$ cat src/rtl/boot_cmd_pkg.sv
package boot_cmd_pkg;
    typedef enum logic [2:0] {
        S_IDLE   = 3'd0,
        S_ARMED  = 3'd1,
        S_ID_MAN = 3'd2,
        S_ID_DEV = 3'd3,
        S_ID_WP  = 3'd4
    } seq_state_t;

    localparam logic [15:0] CMD_WARM_RST = 16'h00F0;
    localparam logic [15:0] CMD_ARM_LOAD = 16'h00E0;
    localparam logic [15:0] CMD_READ_ID  = 16'h0090;
    localparam logic [15:0] LOAD_DATA    = 16'h0000;
endpackage

$ cat src/rtl/boot_win_dec.sv
module boot_win_dec #(
    parameter int          AW      = 16,
    parameter logic [15:0] LO_BASE = 16'h0000,
    parameter logic [15:0] LO_LAST = 16'h01FF,
    parameter logic [15:0] HI_BASE = 16'h8000,
    parameter logic [15:0] HI_LAST = 16'h800F
) (
    input  logic [AW-1:0] addr,
    output logic          hit
);
    localparam int NWIN = 2;
    logic [NWIN-1:0] in_win;
    logic [15:0]     base_tab [NWIN];
    logic [15:0]     last_tab [NWIN];

    assign base_tab[0] = LO_BASE;
    assign last_tab[0] = LO_LAST;
    assign base_tab[1] = HI_BASE;
    assign last_tab[1] = HI_LAST;

    for (genvar w = 0; w < NWIN; w++) begin : g_win
        assign in_win[w] = (addr >= AW'(base_tab[w])) && (addr <= AW'(last_tab[w]));
    end

    assign hit = |in_win;
endmodule

$ cat src/rtl/sector_calc.sv
module sector_calc #(
    parameter int BLK_W   = 12,
    parameter int PAGE_W  = 8,
    parameter int FIELD_W = BLK_W + 2,
    parameter int SEC_W   = FIELD_W + PAGE_W
) (
    input  logic [15:0]       blk_addr,
    input  logic [15:0]       dev_id,
    input  logic [PAGE_W-1:0] page,
    output logic [SEC_W-1:0]  sector
);
    logic [FIELD_W-1:0] dmask;
    logic [FIELD_W-1:0] field;
    logic [3:0]         mshift;

    assign mshift = 4'd6 + {1'b0, dev_id[6:4]};
    assign dmask  = dev_id[3] ? (FIELD_W'(1) << mshift) : '0;
    assign field  = FIELD_W'(blk_addr[BLK_W-1:0]) | (blk_addr[15] ? dmask : '0);

    assign sector = SEC_W'(page[1:0])
                  + ((SEC_W'(page[PAGE_W-1:2]) + (SEC_W'(field) << 6)) << 2);
endmodule

$ cat src/rtl/boot_cmd_seq.sv
module boot_cmd_seq
    import boot_cmd_pkg::*;
#(
    parameter int AW      = 16,
    parameter int DW      = 16,
    parameter int BLK_W   = 12,
    parameter int PAGE_W  = 8,
    parameter int SEC_PER_PAGE = 4,
    localparam int FIELD_W = BLK_W + 2,
    localparam int SEC_W   = FIELD_W + PAGE_W,
    localparam int CNT_W   = $clog2(SEC_PER_PAGE + 1)
) (
    input  logic              clk,
    input  logic              rst_n,
    input  logic              wr_en,
    input  logic [AW-1:0]     wr_addr,
    input  logic [DW-1:0]     wr_data,
    input  logic [15:0]       blk_addr,
    input  logic              pg_we,
    input  logic [PAGE_W-1:0] pg_wdata,
    input  logic [15:0]       man_id,
    input  logic [15:0]       dev_id,
    input  logic [15:0]       wp_stat,
    output logic [PAGE_W-1:0] page_q,
    output logic              rst_req,
    output logic              id_we,
    output logic [1:0]        id_idx,
    output logic [DW-1:0]     id_wdata,
    output logic              load_req,
    output logic [SEC_W-1:0]  load_sec,
    output logic [CNT_W-1:0]  load_cnt
);
    seq_state_t       state_q, state_d;
    logic             win_hit;
    logic             cmd_wr;
    logic             do_load, do_rst;
    logic [SEC_W-1:0] sec_now;

    boot_win_dec #(.AW(AW)) u_dec (
        .addr (wr_addr),
        .hit  (win_hit)
    );

    sector_calc #(.BLK_W(BLK_W), .PAGE_W(PAGE_W)) u_sec (
        .blk_addr (blk_addr),
        .dev_id   (dev_id),
        .page     (page_q),
        .sector   (sec_now)
    );

    assign cmd_wr = wr_en && win_hit;

    // next state and the two pulse decisions
    always_comb begin
        state_d = state_q;
        do_load = 1'b0;
        do_rst  = 1'b0;
        unique case (state_q)
            S_IDLE: begin
                if (cmd_wr) begin
                    if (wr_data == DW'(CMD_ARM_LOAD))      state_d = S_ARMED;
                    else if (wr_data == DW'(CMD_READ_ID))  state_d = S_ID_MAN;
                    else if (wr_data == DW'(CMD_WARM_RST)) do_rst  = 1'b1;
                end
            end
            S_ARMED: begin
                if (cmd_wr) begin
                    state_d = S_IDLE;
                    do_load = (wr_data == DW'(LOAD_DATA));
                end
            end
            S_ID_MAN: state_d = S_ID_DEV;
            S_ID_DEV: state_d = S_ID_WP;
            S_ID_WP:  state_d = S_IDLE;
            default:  state_d = S_IDLE;
        endcase
    end

    // state register and page register
    always_ff @(posedge clk) begin
        if (!rst_n) begin
            state_q  <= S_IDLE;
            page_q   <= '0;
            rst_req  <= 1'b0;
            load_req <= 1'b0;
            load_sec <= '0;
        end else begin
            state_q  <= state_d;
            rst_req  <= do_rst;
            load_req <= do_load;
            if (do_load) begin
                load_sec <= sec_now;
                page_q   <= page_q + PAGE_W'(SEC_PER_PAGE);
            end else if (do_rst) begin
                page_q   <= '0;
            end else if (pg_we) begin
                page_q   <= pg_wdata;
            end
        end
    end

    // identification word outputs
    always_comb begin
        id_we    = 1'b0;
        id_idx   = 2'd0;
        id_wdata = '0;
        unique case (state_q)
            S_ID_MAN: begin id_we = 1'b1; id_idx = 2'd0; id_wdata = DW'(man_id[7:0]);  end
            S_ID_DEV: begin id_we = 1'b1; id_idx = 2'd1; id_wdata = DW'(dev_id[7:0]);  end
            S_ID_WP:  begin id_we = 1'b1; id_idx = 2'd2; id_wdata = DW'(wp_stat[7:0]); end
            default:  ;
        endcase
    end

    assign load_cnt = CNT_W'(SEC_PER_PAGE);
endmodule

$ cat config.mk
export PLATFORM = sky130hd
export DESIGN_NAME = boot_cmd_seq
export DESIGN_NICKNAME = d
export VERILOG_FILES = /design/src/rtl/boot_cmd_pkg.sv /design/src/rtl/boot_win_dec.sv /design/src/rtl/sector_calc.sv /design/src/rtl/boot_cmd_seq.sv
export SDC_FILE = /design/constraint.sdc
export NUM_CORES = 1
export LEC_CHECK = 0
export BUFFER_PORTS_ARGS = -buffer_cell sky130_fd_sc_hd__buf_2
export CAP_MARGIN = 20
export CORE_AREA = 2 2 75 77
export CTS_CLUSTER_SIZE = 12
export DETAILED_ROUTE_END_ITERATION = 8
export DIE_AREA = 0 0 77 79
export PLACE_DENSITY_LB_ADDON = 0.12
export SLEW_MARGIN = 20
export SYNTH_ARGS = -nofsm -noshare
export SYNTH_HDL_FRONTEND = slang
export SYNTH_SLANG_ARGS = --single-unit
$ cat constraint.sdc
create_clock -name clk -period 2.58 [get_ports clk]
set_input_delay 0.516 -clock clk [delete_from_list [all_inputs] [get_ports clk]]
set_output_delay 0.516 -clock clk [all_outputs]
set_load 0.01 [all_outputs]
==> flow_summary.rst <==
.. list-table::
   :header-rows: 1

   * - Metric
     - Value
   * - Post-CTS Setup Bufs
     - 0
   * - Net total in the final layout
     - 477
   * - H-tree levels
     - 2
   * - Met3 Track Usage GR
     - 5.00%
   * - Critical path destination
     - page_q[6]
   * - Number of unique standard cell types used by synthesis
     - 42
   * - Setup repair after global routing missed its margin
     - no
   * - Crit Path Class
     - input port to flip-flop
   * - Most frequent cell on the critical path
     - or4_4
   * - Highest clock rate
     - 431 MHz
   * - Total global routing overflow
     - 0
   * - DRT Wirelength
     - 5.41 mm
   * - Final Instance Area
     - 0.00272 mm²
   * - Worst r2r path cells
     - 6
   * - Via density
     - 4.91
   * - Clock root buffer
     - clkbuf_8
   * - Most used routing layer in global routing
     - met2
   * - Hold slack final
     - 448 ps
   * - Pleak
     - 1.25 nW
   * - Sort of element at the end of the critical path
     - flip-flop
   * - Most frequent cell after synthesis
     - dfxtp_1
   * - Number of max-capacitance violations reported
     - 0
   * - Share of synthesized area occupied by flip-flops and latches
     - 34.8%
   * - Worst clock skew
     - 3.37 ps
   * - Num Clock Sinks
     - 35
   * - Met1 Usage GRT
     - 19.9%
   * - CTS tree
     - done
   * - Post-detailed-route count of antenna-violating nets
     - 0
   * - Startpoint types
     - input port
   * - Die outline width
     - 77 µm
   * - Antenna cell count
     - 0
   * - Capture instance of the worst register-to-register path
     - page_q[6]
   * - Area share of the largest cell type after synthesis
     - 34.8%
   * - Count of hold-fix buffers inserted at cts
     - 0
   * - Commonest register cell after synthesis
     - dfxtp_1
   * - Count of TritonRoute iterations in the first routing pass
     - 4
   * - Placement row count
     - 27
   * - Worst-case register-to-register setup slack
     - 590 ps
   * - Slew @ Worst Pin
     - 949 ps
   * - Classification of the worst-slack hold path
     - flip-flop to flip-flop
   * - Buffer depth of the longest clock path
     - 2
   * - Layout area overhead
     - 34.9%
   * - Fin Setup TNS
     - 0 ps
   * - Critical path data arrival time
     - 2550 ps
   * - Wire length of the first global-routing pass
     - 8.90 mm
   * - Final Cycle Share
     - 89.9%
   * - Routed length per placed instance
     - 12.3 µm
   * - Fraction of layout instances using a drive strength above 1
     - 39.9%
   * - Number of cells in the finished layout apart from fillers
     - 440
   * - Most area-consuming cells after synthesis
     - dfxtp_1, buf_4, nand2_1
   * - Core Area
     - 0.00534 mm²
   * - Syn_area_per_cell
     - 7.96 µm²
   * - Pwr Density
     - 405 mW/mm²
   * - Critical register-to-register path startpoint
     - state_q[1]
   * - Total Routing Usage GR
     - 17.9%
   * - Final setup violation count
     - 0
   * - Met2 routing resource usage after global routing
     - 32.7%
   * - Post-Route Utilization
     - 50.9%
   * - Final weighted congestion in routability-driven placement
     - 0.783
   * - Startpoint of the worst hold path
     - load_sec[2]
   * - Worst VDD drop
     - 194 µV
   * - Cell Chain, Critical Path
     - buf_2, or4_4, o21a_4, or4_4, buf_4, a41oi_2, o221a_1
   * - Worst setup slack after layout
     - 260 ps
   * - Cells after Synth
     - 253
   * - Worst slew margin relative to its limit
     - 36.7%
   * - Hold Fails Final Rpt
     - 0
   * - Via count of the first global-routing pass
     - 2057
   * - Port-buffer cells
     - 119
   * - Total clock buffers created by CTS
     - 5
   * - Top-Level Pins
     - 162
   * - Initial antenna violation count
     - 0
   * - Die footprint
     - 0.00608 mm²
   * - Top post-synthesis cells by count
     - dfxtp_1, nand2_1, nor2_1
   * - Drc violations
     - 0
   * - Design Power
     - 1.10 mW
   * - Synthesized area
     - 0.00201 mm²
   * - Leading area contributor after synthesis
     - dfxtp_1
   * - Clk_lat worst skew
     - 290 ps
   * - Library cell contributing the largest single delay on the critical path
     - or4_4
   * - Placed cells
     - 432
   * - Origin of the worst setup path
     - wr_addr[8]
   * - 1st-iter DRT viols
     - 71
   * - Result of the run
     - finished, final reports clean
   * - Clock period minus final worst setup slack
     - 2320 ps
   * - Async set-reset flop share out of synthesis
     - 0%
   * - Number of warning messages in the yosys log
     - 0
   * - Data required time of the critical path
     - 2810 ps
   * - Stage delay of the slowest cell on the critical path
     - 620 ps
   * - Placement Cell Area
     - 0.00263 mm²
   * - Maximum fanout encountered on the critical timing path
     - 12
   * - PostCTS Resize Cnt
     - 0
   * - Die Ht
     - 79 µm
   * - Clock input transition at the sequential cells of the worst setup and hold paths
     - 70 ps
   * - Post-placement setup slack
     - -35.0 ps
   * - Half-perimeter wire length of the detailed placement result
     - 4.23 mm
   * - Number of enable flip-flop cells after synthesis
     - 0
   * - Final Max Slew Viols
     - 0
   * - Initial core utilization
     - 37.7%
   * - Post-synthesis register bit count
     - 35
   * - Pin count of the biggest net entering global routing
     - 30
   * - Via count of the routed design
     - 2162
-- sequential cells by signal (all words and copies together) (netlist names) --
signal,flops
rst_req,1
state_q,3
load_sec,22
page_q,8
load_req,1
-- worst max-delay path: cells and delay by family --
family,cells,cell delay [ps]
buffers and inverters,2,330
AO/OA/AOI/OAI,3,570
AND/OR/NAND/NOR,2,1140
-- cell families after synthesis --
logic type,Yosys count,share of synthesized area [%]
AO/OA/AOI/OAI,56,20.7
buffers and inverters,43,12.2
multiplexers,10,4.97
XOR/XNOR,2,0.870
adder cells (fa/ha/maj),2,1.24
flip-flops,35,34.8
other,2,0.373
AND/OR/NAND/NOR,103,24.8
-- placed cells by master (no fill, tap or decap), drive strengths merged, types with 2 or more instances in the layout --
cell type and instances:
xor2 2, a2bb2oi 3, nor2 25, o221a 2
nor3 20, o22a 2, inv 9, dfxtp 35
mux2i 10, nand3 10, conb 11, a311oi 4
o21ai 10, ha 2, nor3b 3, buf 132
clkbuf 6, or4 2, a21oi 16, nand2 31
nor4 6, a211oi 10
-- power breakdown --
group | switching, mW | internal (mW)
Sequential | 0.0119 | 0.548
Clock | 0.210 | 0.189
Combinational | 0.0706 | 0.0711
-- routing by layer --
| layer | up-vias | wire, µm |
|---|---|---|
| met4 | 0 | 86 |
| met1 | 976 | 2260 |
| li1 | 1097 | - |
| met2 | 79 | 2670 |
| met5 | - | 0 |
| met3 | 10 | 395 |
-- how the worst min path moves through the flow --
| stage | depth (start not counted) | slack [ps] | end |
|---|---|---|---|
| finish | 2 | 450 | load_sec[2] |
| detailed placement | 2 | 440 | load_sec[0] |
| floorplan | 2 | 450 | load_sec[0] |
| global placement | 2 | 440 | load_sec[5] |
| CTS | 2 | 450 | load_sec[0] |
| global route | 2 | 470 | load_sec[0] |
-- final cells by class --
| cell class | count | area (µm²) |
|---|---|---|
| clock inverters | 2 | 12.5 |
| fillers | 585 | 2620 |
| well taps | 72 | 90.1 |
| clock buffers | 6 | 72.6 |
| flip-flops and latches | 35 | 701 |
| inverters | 9 | 33.8 |
| multi-input cells | 184 | 1100 |
| repair buffers | 132 | 706 |
Power figures use the tool's default switching activity.
